### src/rtl/smb_tmo_pkg.sv
package smb_tmo_pkg;

   typedef enum logic {
      MODE_LOW  = 1'b0,
      MODE_IDLE = 1'b1
   } tmo_mode_e;

   function automatic int unsigned max_u(input int unsigned a, input int unsigned b);
      return (a > b) ? a : b;
   endfunction

endpackage

### src/rtl/smb_tmo_cfg.sv
module smb_tmo_cfg
   import smb_tmo_pkg::*;
#(
   parameter int unsigned CFG_W = 12
) (
   input  logic             clk,
   input  logic             rst_n,
   input  logic             wr_i,
   input  logic [CFG_W-1:0] lim_a_i,
   input  tmo_mode_e        mode_i,
   input  logic             en_a_i,
   input  logic [CFG_W-1:0] lim_b_i,
   input  logic             en_b_i,
   output logic [CFG_W-1:0] lim_a_o,
   output tmo_mode_e        mode_o,
   output logic             en_a_o,
   output logic [CFG_W-1:0] lim_b_o,
   output logic             en_b_o
);

   always_ff @(posedge clk or negedge rst_n) begin
      if (!rst_n) begin
         lim_a_o <= '0;
         mode_o  <= MODE_LOW;
         en_a_o  <= 1'b0;
         lim_b_o <= '0;
         en_b_o  <= 1'b0;
      end else if (wr_i) begin
         en_a_o <= en_a_i;
         en_b_o <= en_b_i;
         // fields are locked while their detector runs
         if (!en_a_o) begin
            lim_a_o <= lim_a_i;
            mode_o  <= mode_i;
         end
         if (!en_b_o) begin
            lim_b_o <= lim_b_i;
         end
      end
   end

endmodule

### src/rtl/smb_tmo_span.sv
module smb_tmo_span
   import smb_tmo_pkg::*;
#(
   parameter int unsigned CFG_W      = 12,
   parameter int unsigned LOW_SHIFT  = 11,
   parameter int unsigned IDLE_SHIFT = 2,
   parameter int unsigned CNT_W      = 24
) (
   input  logic             clk,
   input  logic             rst_n,
   input  logic             scl_i,
   input  logic             sda_i,
   input  logic             en_i,
   input  tmo_mode_e        mode_i,
   input  logic [CFG_W-1:0] lim_i,
   output logic             hit_o
);

   logic [CNT_W-1:0] base;
   logic [CNT_W-1:0] thr;
   logic [CNT_W-1:0] cnt;
   logic             cond;
   logic             active;

   assign base = CNT_W'(lim_i) + CNT_W'(1);

   // the scale factor depends on the watched condition
   always_comb begin
      if (mode_i == MODE_IDLE) begin
         thr  = base << IDLE_SHIFT;
         cond = scl_i & sda_i;
      end else begin
         thr  = base << LOW_SHIFT;
         cond = ~scl_i;
      end
   end

   assign active = en_i & cond;
   assign hit_o  = active & (cnt == thr - CNT_W'(1));

   // saturate at the threshold so one event gives one hit
   always_ff @(posedge clk or negedge rst_n) begin
      if (!rst_n) begin
         cnt <= '0;
      end else if (!active) begin
         cnt <= '0;
      end else if (cnt != thr) begin
         cnt <= cnt + CNT_W'(1);
      end
   end

endmodule

### src/rtl/smb_tmo_accum.sv
module smb_tmo_accum #(
   parameter int unsigned CFG_W     = 12,
   parameter int unsigned LOW_SHIFT = 11,
   parameter int unsigned CNT_W     = 24
) (
   input  logic             clk,
   input  logic             rst_n,
   input  logic             stretch_i,
   input  logic             restart_i,
   input  logic             en_i,
   input  logic [CFG_W-1:0] lim_i,
   output logic             hit_o
);

   logic [CNT_W-1:0] thr;
   logic [CNT_W-1:0] cnt;
   logic             active;

   assign thr    = (CNT_W'(lim_i) + CNT_W'(1)) << LOW_SHIFT;
   assign active = en_i & stretch_i & ~restart_i;
   assign hit_o  = active & (cnt == thr - CNT_W'(1));

   // total held across pauses; cleared on message boundaries
   always_ff @(posedge clk or negedge rst_n) begin
      if (!rst_n) begin
         cnt <= '0;
      end else if (restart_i || !en_i) begin
         cnt <= '0;
      end else if (stretch_i && (cnt != thr)) begin
         cnt <= cnt + CNT_W'(1);
      end
   end

endmodule

### src/rtl/smb_tmo_flag.sv
module smb_tmo_flag (
   input  logic clk,
   input  logic rst_n,
   input  logic set_i,
   input  logic clr_i,
   output logic flag_o
);

   always_ff @(posedge clk or negedge rst_n) begin
      if (!rst_n) begin
         flag_o <= 1'b0;
      end else if (set_i) begin
         flag_o <= 1'b1;
      end else if (clr_i) begin
         flag_o <= 1'b0;
      end
   end

endmodule

### src/rtl/smb_tmo_detect.sv
module smb_tmo_detect
   import smb_tmo_pkg::*;
#(
   parameter int unsigned CFG_W      = 12,
   parameter int unsigned LOW_SHIFT  = 11,
   parameter int unsigned IDLE_SHIFT = 2
) (
   input  logic             clk,
   input  logic             rst_n,
   input  logic             scl_i,
   input  logic             sda_i,
   input  logic             local_stretch_i,
   input  logic             msg_start_i,
   input  logic             msg_stop_i,
   input  logic             cfg_wr_i,
   input  logic [CFG_W-1:0] cfg_lim_a_i,
   input  logic             cfg_idle_mode_i,
   input  logic             cfg_en_a_i,
   input  logic [CFG_W-1:0] cfg_lim_b_i,
   input  logic             cfg_en_b_i,
   input  logic             err_irq_en_i,
   input  logic             flag_clr_i,
   output logic             timeout_flag_o,
   output logic             err_irq_o
);

   localparam int unsigned MAX_SHIFT = max_u(LOW_SHIFT, IDLE_SHIFT);
   localparam int unsigned CNT_W     = CFG_W + MAX_SHIFT + 1;

   if (CFG_W < 1 || CFG_W > 16) begin : g_bad_cfg_w
      $error("CFG_W must lie in 1..16");
   end
   if (LOW_SHIFT > 16 || IDLE_SHIFT > 16) begin : g_bad_shift
      $error("scale shifts must not exceed 16");
   end

   logic [CFG_W-1:0] lim_a;
   logic [CFG_W-1:0] lim_b;
   tmo_mode_e        mode;
   logic             en_a;
   logic             en_b;
   logic             hit_a;
   logic             hit_b;
   logic             restart;

   assign restart = msg_start_i | msg_stop_i;

   smb_tmo_cfg #(.CFG_W(CFG_W)) u_cfg (
      .clk     (clk),
      .rst_n   (rst_n),
      .wr_i    (cfg_wr_i),
      .lim_a_i (cfg_lim_a_i),
      .mode_i  (tmo_mode_e'(cfg_idle_mode_i)),
      .en_a_i  (cfg_en_a_i),
      .lim_b_i (cfg_lim_b_i),
      .en_b_i  (cfg_en_b_i),
      .lim_a_o (lim_a),
      .mode_o  (mode),
      .en_a_o  (en_a),
      .lim_b_o (lim_b),
      .en_b_o  (en_b)
   );

   smb_tmo_span #(
      .CFG_W     (CFG_W),
      .LOW_SHIFT (LOW_SHIFT),
      .IDLE_SHIFT(IDLE_SHIFT),
      .CNT_W     (CNT_W)
   ) u_span (
      .clk    (clk),
      .rst_n  (rst_n),
      .scl_i  (scl_i),
      .sda_i  (sda_i),
      .en_i   (en_a),
      .mode_i (mode),
      .lim_i  (lim_a),
      .hit_o  (hit_a)
   );

   smb_tmo_accum #(
      .CFG_W    (CFG_W),
      .LOW_SHIFT(LOW_SHIFT),
      .CNT_W    (CNT_W)
   ) u_accum (
      .clk       (clk),
      .rst_n     (rst_n),
      .stretch_i (local_stretch_i),
      .restart_i (restart),
      .en_i      (en_b),
      .lim_i     (lim_b),
      .hit_o     (hit_b)
   );

   smb_tmo_flag u_flag (
      .clk    (clk),
      .rst_n  (rst_n),
      .set_i  (hit_a | hit_b),
      .clr_i  (flag_clr_i),
      .flag_o (timeout_flag_o)
   );

   assign err_irq_o = timeout_flag_o & err_irq_en_i;

endmodule

### config.mk
export PLATFORM = sky130hd
export DESIGN_NAME = smb_tmo_detect
export DESIGN_NICKNAME = d
export VERILOG_FILES = /design/src/rtl/smb_tmo_pkg.sv /design/src/rtl/smb_tmo_cfg.sv /design/src/rtl/smb_tmo_span.sv /design/src/rtl/smb_tmo_accum.sv /design/src/rtl/smb_tmo_flag.sv /design/src/rtl/smb_tmo_detect.sv
export SDC_FILE = /design/constraint.sdc
export NUM_CORES = 1
export LEC_CHECK = 0
export ABC_AREA = 1
export CORE_ASPECT_RATIO = 0.8
export CORE_MARGIN = 10
export CORE_UTILIZATION = 64
export DETAILED_ROUTE_END_ITERATION = 16
export PLACE_DENSITY = 0.85
export SYNTH_ARGS = -nofsm -noshare
export SYNTH_HDL_FRONTEND = slang
export SYNTH_SLANG_ARGS = --single-unit
### constraint.sdc
create_clock -name clk -period 3.4 [get_ports clk]
set_input_delay 0.68 -clock clk [delete_from_list [all_inputs] [get_ports clk]]
set_output_delay 0.68 -clock clk [all_outputs]
set_load 0.1 [all_outputs]
==> results_dict.tcl <==
set metrics [dict create \
    status "finished clean" \
    drv_cap 0 \
    synth_seq_cells 76 \
    wl_um 19500 \
    cts.repair.resized 0 \
    fin_skew_ns 0.0100 \
    fmax_mhz 350 \
    synthArstFlopShare 1.00 \
    hold_viol 0 \
    routabilityCongestion 1.04 \
    worst_slew_pin_slew_ns 0.982 \
    layout_commonest_cell "nand2_1" \
    final_cell_mix "nand2_1 (290), inv_1 (125), nor2_1 (113)" \
    grt_busiest_layer "met1" \
    finalSetupTns_ns 0 \
    critPathRequiredTime_ns 3.63 \
    r2r_start "u_cfg.mode_o$_DFFE_PN0P_" \
    critical_path_class "flop to flop" \
    synth_ff_type "dfrtp_1" \
    initial_core_util 0.666 \
    gr-usage-met2 0.358 \
    worstPathCellList "clkinv_1, nand3_1, xor2_1, nand4_1, nor2_4, nand2_4, nand3_1, nand2_1" \
    grt_max_degree 77 \
    ys_seq_area_frac 0.275 \
    synthDistinctLibCells 40 \
    critPathMaxStageDelay_ns 0.56 \
    period_needed_ns 2.86 \
    yosys_warnings 0 \
    core.rowCount 33 \
    fillCellCount 899 \
    crit_arrival_ns 3.09 \
    startpoint_type "flop" \
    die_w_um 136 \
    use_met1 0.375 \
    clock_sinks 76 \
    coreArea_um2 10400 \
    port_buffers 38 \
    ant_nets 0 \
    syn_area_um2 6930 \
    cts_root_buffer "clkbuf_16" \
    slew-limit-headroom 0.346 \
    fin_cells 1221 \
    drv_slew 0 \
    synth_edf_count 0 \
    cts.reportedPaths.clkPinSlew_ns 0.06 \
    worstSkewPairLatency_ns 0.34 \
    syn_avg_cell_area_um2 6.54 \
    ioPinCount 39 \
    max-clock-path-buffers 2 \
    grt_pass1_vias 6502 \
    dieArea_um2 15400 \
    drtIter0Drc 858 \
    drcViolationCount 0 \
    cts_max_level 3 \
    crit_start "u_cfg.mode_o$_DFFE_PN0P_" \
    syn_to_final_growth_pct 10.4 \
    cts_tree "done" \
    cpMaxStageDelayCell "dfrtp_1" \
    hp-class "input port to async pin" \
    path_common_cell "nand3_1" \
    grt_pass1_wl_um 32300 \
    synth_cells 1060 \
    die-height_um 113 \
    syn_nets 1104 \
    reg2reg_depth 8 \
    fin_ws_ns 0.540 \
    overflow 0 \
    gr-usage-met3 0.0712 \
    post_cts_buffers 0 \
    nets 1120 \
    r2r_slack_ns 0.54 \
    path_max_fanout 18 \
    cts_inserted_buffers 9 \
    antenna_cells 0 \
    leakagePower_nw 3.85 \
    place_ws_ns 0.654 \
    min_period_over_period 0.841 \
    power_density_nw_per_um2 403 \
    dr.pass1.iters 7 \
    end_kind "flop" \
    via_per_inst 5.89 \
    rsz0062_at_grt "no" \
    drive_gt1_frac 0.0823 \
    peakVddDrop_mv 0.323 \
    whs_ns 0.483 \
    cts_hold_buffers 0 \
    num_vias 7191 \
    dp_hpwl_um 14600 \
    track_usage 0.254 \
    setup_viol 0 \
    antenna_found_initial 0 \
    dp_cells 1205 \
    crit-reg2reg-capture "u_span.cnt[2]$_DFFE_PN0P_" \
    post_drt_wl_per_cell_um 16.0 \
]
==> stage by stage <==
stage | power [W] | utilization | instance area [µm²]
after floorplan | 0.00180 | - | 6930
after global placement | 0.00203 | 0.705 | 7340
after detailed placement | 0.00204 | 0.705 | 7340
after CTS | 0.00306 | 0.735 | 7650
after global routing | 0.00325 | 0.735 | 7650
final | 0.00308 | 0.735 | 7650
==> synth_stat cells (3+ instances only) <==
library cell | count | area share
a21oi_1 | 25 | 0.018
buf_6 | 5 | 0.0081
clkbuf_1 | 30 | 0.016
clkinv_1 | 3 | 0.0016
dfrtp_1 | 76 | 0.27
ha_1 | 7 | 0.013
inv_1 | 125 | 0.068
mux2_2 | 5 | 0.0081
nand2_1 | 290 | 0.16
nand2_2 | 9 | 0.0081
nand2_4 | 3 | 0.0049
nand3_1 | 111 | 0.080
nand3_2 | 18 | 0.026
nand3b_1 | 7 | 0.0076
nand4_1 | 78 | 0.070
nand4_2 | 3 | 0.0054
nor2_1 | 113 | 0.061
nor2_2 | 6 | 0.0054
nor2_4 | 5 | 0.0081
nor3_1 | 27 | 0.020
nor4_1 | 11 | 0.0099
o21ai_0 | 8 | 0.0058
o21ai_1 | 3 | 0.0022
or2_2 | 3 | 0.0027
xnor2_1 | 13 | 0.016
xor2_1 | 56 | 0.071
xor2_2 | 3 | 0.0070
==> cell type report <==
type | instances | area (µm²) | area share
clock buffers | 11 | 253 | 0.0330
inverters | 130 | 488 | 0.0638
repair buffers | 44 | 418 | 0.0546
well taps | 140 | 175 | 0.0229
multi-input cells | 815 | 4350 | 0.569
clock inverters | 5 | 58.8 | 0.00769
flip-flops and latches | 76 | 1900 | 0.249
==> flip-flops by register name, summed over array words and instances, names as in the netlist <==
register and cells:
u_cfg.lim_b_o 12, u_flag.flag_o 1, u_cfg.en_a_o 1, u_cfg.mode_o 1, u_cfg.en_b_o 1, u_span.cnt 24, u_accum.cnt 24, u_cfg.lim_a_o 12
==> routing by layer <==
layer  vias up  routed length [µm]
li1       3485                   -
met1      3312                9090
met2       362                8020
met3        32                2110
met4         0                 291
met5         -                   0
==> logic make-up (layout without fill, tap and decap cells) <==
family | count (synthesis) | count (layout) | synth area share
mux | 5 | 5 | 0.00813
buf+inv | 169 | 190 | 0.0979
compound gates | 41 | 41 | 0.0321
flops | 76 | 76 | 0.275
xor+xnor | 74 | 74 | 0.101
fa+ha+maj | 7 | 7 | 0.0126
simple gates | 688 | 688 | 0.474
==> power by group <==
| part | internal (W) | total, W | switching, W |
|---|---|---|---|
| logic | 0.000332 | 0.00104 | 0.000707 |
| registers | 0.000955 | 0.00103 | 0.0000701 |
| clock network | 0.000610 | 0.00102 | 0.000407 |
==> how the worst max path moves through the flow <==
| stage | endpoint | slack (ns) | depth (start not counted) |
|---|---|---|---|
| detailed placement | u_span.cnt[2]$_DFFE_PN0P_ | 0.65 | 8 |
| finish | u_span.cnt[2]$_DFFE_PN0P_ | 0.54 | 8 |
| CTS | u_span.cnt[2]$_DFFE_PN0P_ | 0.63 | 8 |
| global route | u_span.cnt[4]$_DFFE_PN0P_ | 0.30 | 8 |
| global placement | u_accum.cnt[1]$_DFFE_PN0P_ | 0.75 | 15 |
| floorplan | err_irq_o | 1.08 | 2 |
==> critical path, delay by kind of cell, from the launching register on <==
kind | cells | cell delay, ns
flip-flops | 1 | 0.56
AND/OR/NAND/NOR | 6 | 1.32
XOR/XNOR | 1 | 0.36
buffers and inverters | 1 | 0.49
Note: power is estimated with default switching activity, not from simulation.
